### config.mk
export PLATFORM = sky130hd
export DESIGN_NAME = ddr_init_seq
export DESIGN_NICKNAME = d
export VERILOG_FILES = /design/src/rtl/ddr_init_seq.sv
export SDC_FILE = /design/constraint.sdc
export NUM_CORES = 1
export LEC_CHECK = 0
export BUFFER_PORTS_ARGS = -buffer_cell sky130_fd_sc_hd__buf_2
export CORE_AREA = 5 5 46 48
export CTS_CLUSTER_DIAMETER = 30
export DETAILED_ROUTE_END_ITERATION = 8
export DIE_AREA = 0 0 51 53
export HOLD_SLACK_MARGIN = 0.06
export PLACE_DENSITY_LB_ADDON = 0.1
export SLEW_MARGIN = 20
export SYNTH_ARGS = -nofsm -noshare
export SYNTH_HDL_FRONTEND = slang
export SYNTH_SLANG_ARGS = --single-unit
### constraint.sdc
create_clock -name clk -period 2.3 [get_ports clk]
set_input_delay 0.115 -clock clk [delete_from_list [all_inputs] [get_ports clk]]
set_output_delay 0.115 -clock clk [all_outputs]
set_load 0.02 [all_outputs]
### src/rtl/ddr_init_seq.sv
module ddr_init_seq #(
  parameter int       A_W         = 12,
  parameter int       WAIT_RP     = 3,
  parameter int       WAIT_MRD    = 2,
  parameter int       WAIT_RFC    = 10,
  parameter bit [2:0] BURST_LEN   = 3'b011,
  parameter bit       BURST_TYPE  = 1'b0,
  parameter bit [2:0] CAS_LAT     = 3'b110,
  parameter bit [1:0] OP_MODE     = 2'b00,
  parameter bit       DLL_OFF     = 1'b0,
  parameter bit       DRV_REDUCED = 1'b0
) (
  input  logic           clk,
  input  logic           rst_n,
  input  logic           pwr_ok,
  output logic [3:0]     cmd,
  output logic [A_W-1:0] addr,
  output logic [1:0]     bank,
  output logic           init_done
);

  localparam int MAXW = (WAIT_RFC > WAIT_RP) ? ((WAIT_RFC > WAIT_MRD) ? WAIT_RFC : WAIT_MRD)
                                             : ((WAIT_RP > WAIT_MRD) ? WAIT_RP : WAIT_MRD);
  localparam int CW = $clog2(MAXW + 1);

  localparam logic [3:0] S_IDLE = 4'd0,  S_NOP  = 4'd1,  S_PRE  = 4'd2,  S_WRP  = 4'd3,
                         S_EMR  = 4'd4,  S_WMRD = 4'd5,  S_MR   = 4'd6,  S_AR1  = 4'd7,
                         S_WRF1 = 4'd8,  S_AR2  = 4'd9,  S_WRF2 = 4'd10, S_RDY  = 4'd11;

  localparam logic [3:0] C_INH = 4'b1111, C_NOP = 4'b0111, C_PRE = 4'b0010,
                         C_REF = 4'b0001, C_LMR = 4'b0000;

  localparam logic [CW-1:0] L_RP  = CW'(WAIT_RP - 2);
  localparam logic [CW-1:0] L_MRD = CW'(WAIT_MRD - 2);
  localparam logic [CW-1:0] L_MR  = CW'(WAIT_MRD - 1);
  localparam logic [CW-1:0] L_RFC = CW'(WAIT_RFC - 2);

  localparam logic [A_W-1:0] MR_WORD  = A_W'({OP_MODE, CAS_LAT, BURST_TYPE, BURST_LEN});
  localparam logic [A_W-1:0] EMR_WORD = A_W'({DRV_REDUCED, DLL_OFF});
  localparam logic [A_W-1:0] ALL_BANK = A_W'(1) << 10;

  logic [3:0]    st, st_nx;
  logic [CW-1:0] cnt, cnt_ld;

  always_comb begin
    case (st)
      S_IDLE:  st_nx = pwr_ok ? S_NOP : S_IDLE;
      S_RDY:   st_nx = S_RDY;
      default: st_nx = (cnt == '0) ? st + 4'd1 : st;
    endcase
  end

  always_comb begin
    case (st_nx)
      S_WRP:          cnt_ld = L_RP;
      S_WMRD:         cnt_ld = L_MRD;
      S_MR:           cnt_ld = L_MR;
      S_WRF1, S_WRF2: cnt_ld = L_RFC;
      default:        cnt_ld = '0;
    endcase
  end

  always_ff @(posedge clk or negedge rst_n) begin
    if (!rst_n) begin
      st  <= S_IDLE;
      cnt <= '0;
    end else begin
      st <= st_nx;
      if (st_nx != st)   cnt <= cnt_ld;
      else if (cnt != 0) cnt <= cnt - 1'b1;
    end
  end

  wire mr_issue = (st == S_MR) && (cnt == L_MR);

  always_comb begin
    cmd  = C_NOP;
    addr = '0;
    bank = 2'b00;
    case (st)
      S_IDLE: cmd = C_INH;
      S_PRE: begin
        cmd  = C_PRE;
        addr = ALL_BANK;
      end
      S_EMR: begin
        cmd  = C_LMR;
        addr = EMR_WORD;
        bank = 2'b01;
      end
      S_MR: if (mr_issue) begin
        cmd  = C_LMR;
        addr = MR_WORD;
      end
      S_AR1, S_AR2: cmd = C_REF;
      default: ;
    endcase
  end

  assign init_done = (st == S_RDY);

endmodule


==> metrics.cfg <==
[drt]
via_per_inst=5.43
num_vias=635
avgRoutedWirePerCell_um=13.0
antenna_left=0
firstDrtPassIters=4
drc=0
drt_wl_total_um=1520
drtIter0Drc=10

[floorplanning]
rows=15
die_area_um2=2700
io-pin-count=22
design.core.area_um2=1670
fp.dieW_um=51
start_util_pct=47.6
chipHeight_um=53

[sta]
slew_violations=0
skew_ns=0.0107
holdWs_ns=0.199
fin_crit_ns=2.16
setup_violations=0
fin_setup_tns_ns=0
rsz0062_at_grt=false
fmax_mhz=464
finalHoldViolations=0
fin_crit_sh_pct=93.7
fin_ws_ns=0.144

[placement]
dp_hpwl_um=1230
globalplace.congestion=0.844
portBuffers=13
preCtsSetupSlack_ns=0.159

[pwr]
switching_share_pct=49.8
switching_power_w=0.000711
p_int_w=0.000716
max-vdd-ir-drop_mv=0.879
power-per-cell-area_nw_per_um2=1690
power_frac_seq_pct=19.8
p_leak_nw=0.431
combPwrFrac_pct=72.9
clockPowerShare_pct=7.4

[yosys]
yosysSeqAreaShare_pct=25.2
syn-cell-area_um2=795
ys_ff_latch=8
async_reset_ff_share_pct=100
syn_inst=89
yosysUniqueCellTypes=39
ys_warn_count=0
postSynthAreaPerCell_um2=8.93
synth_ff_type=dfrtp_1
synth-edff-count=0

[clock_tree]
cts.repair.resized=0
cts_max_path_buffers=2
cts_hold_repair.buffers=1
cts_root_buf=clkbuf_4
clk_latency_ns=0.26
path_clk_slew_ns=0.06
numCtsBuffers=3
clock_sinks=8
cts_tree=built
cts_setup_buffers=0
cts_htree_levels=1

[layout]
nNetsFinal=111
drive_above_1_share_pct=28.0
mostFrequentLayoutCell=buf_2
postLayoutCoreUtil_pct=50.6
num_antenna_cells=0
area_growth_pct=6.30
fill_cells=163
layout_common_cells=buf_2, conb_1, dfrtp_1, inv_1, ha_1

[critical_path]
start_kind=register
critPathMaxFanout=6
crit_path_cell_trace=inv_1, ha_1, nor3b_2, nand2_1, mux2_2, xnor2_1, a41o_1
path_class=reg2reg
slowest_stage=nor3b_2
max_stage_delay_ns=0.48
critPathTopFamily=simple AND/OR/NAND/NOR gates
crit_buf_inv=1
crit_required_ns=2.45
critPathArrivalTime_ns=2.30
end_kind=register

[global_routing]
gr-max-usage-layer=met2
gr-total-overflow=0
grt_util_met1_pct=14.8
grt_use_met2_pct=20.6
grt_max_degree=11
grt_pass1_wl_um=2430
use_met3_pct=1.69
antenna_found_initial=0
grt_pass1_vias=558
gr-usage-all-layers_pct=12.4

[run]
timing.max_cap.violations=0

[hold_path]
hold_path_class=in2reg

[run_status]
status=finished clean

-- state kept, by name, summed over array words and instances (netlist names) --
name,cells
st,4
cnt,4
-- power groups by stage --
stage	sequential [W]	clock, W	combinational (W)
after floorplan	0.000246	0	0.000878
after global placement	0.000284	0	0.00103
after detailed placement	0.000285	0	0.00104
after CTS	0.000282	0.000108	0.00104
after global routing	0.000294	0.000119	0.00115
final	0.000282	0.000105	0.00104
-- metal layers --
layer	vias to the layer above	part of all wire, %
li1	308	-
met1	289	44
met2	33	44
met3	5	8.4
met4	0	2.5
met5	-	0
-- metrics by stage --
stage	area, um^2	power, W	instances
after floorplan	821	0.00112	96
after global placement	812	0.00131	113
after detailed placement	812	0.00132	113
after CTS	845	0.00143	117
after global routing	845	0.00156	117
final	845	0.00143	117
-- cells in the mapped netlist, types with 2 or more instances --
master / n / share of area (%)
o21ai_0: 2 / 1.3
or3b_4: 2 / 2.8
inv_1: 7 / 3.3
nor2_1: 4 / 1.9
nand2_1: 5 / 2.4
buf_4: 11 / 10
and2b_1: 2 / 1.9
or3_1: 2 / 1.6
a21oi_1: 5 / 3.1
ha_1: 6 / 9.4
xnor2_1: 4 / 4.4
nand2b_1: 2 / 1.6
dfrtp_1: 8 / 25
nor3b_1: 2 / 1.9
nand3b_1: 2 / 1.9
nor3_1: 2 / 1.3
-- worst reg2reg max path: stages (launching register included) --
cell	delay (ns)
dfrtp_1	0.42
inv_1	0.08
ha_1	0.26
nor3b_2	0.48
nand2_1	0.11
mux2_2	0.33
xnor2_1	0.13
a41o_1	0.24
-- worst paths after layout --
kind	from	to	slack, ns	cells past startpoint
max	cnt[0]	cnt[0]	0.14	7
min	pwr_ok	st[0]	0.20	3
max reg2reg	cnt[0]	cnt[0]	0.14	7
min reg2reg	cnt[1]	cnt[1]	0.59	2
max in group asynchronous	rst_n	st[0]	1.91	2
min in group asynchronous	rst_n	cnt[1]	0.22	2
-- area by class of cell --
cell class,count,area [um^2],share of cell area (%)
sequential,8,200,23.7
inverter,7,26.3,3.11
clock buffer,3,22.5,2.67
tap,17,21.3,2.52
timing repair buffer,15,82.6,9.78
multi-input combinational,67,492,58.2
-- logic make-up (layout without fill, tap and decap cells) --
| kind of cell | Yosys count | count (layout) | synth area share (%) |
|---|---|---|---|
| AOI/OAI and AO/OA | 16 | 16 | 15.7 |
| xor gates and xnor gates | 4 | 4 | 4.41 |
| adders and majority gates | 6 | 6 | 9.45 |
| buffers and inverters | 21 | 25 | 16.2 |
| DFF | 8 | 8 | 25.2 |
| muxes | 2 | 2 | 2.68 |
| other | 1 | 8 | 0.472 |
| and+or+nand+nor | 31 | 31 | 25.8 |
Note: power is estimated with default switching activity, not from simulation.
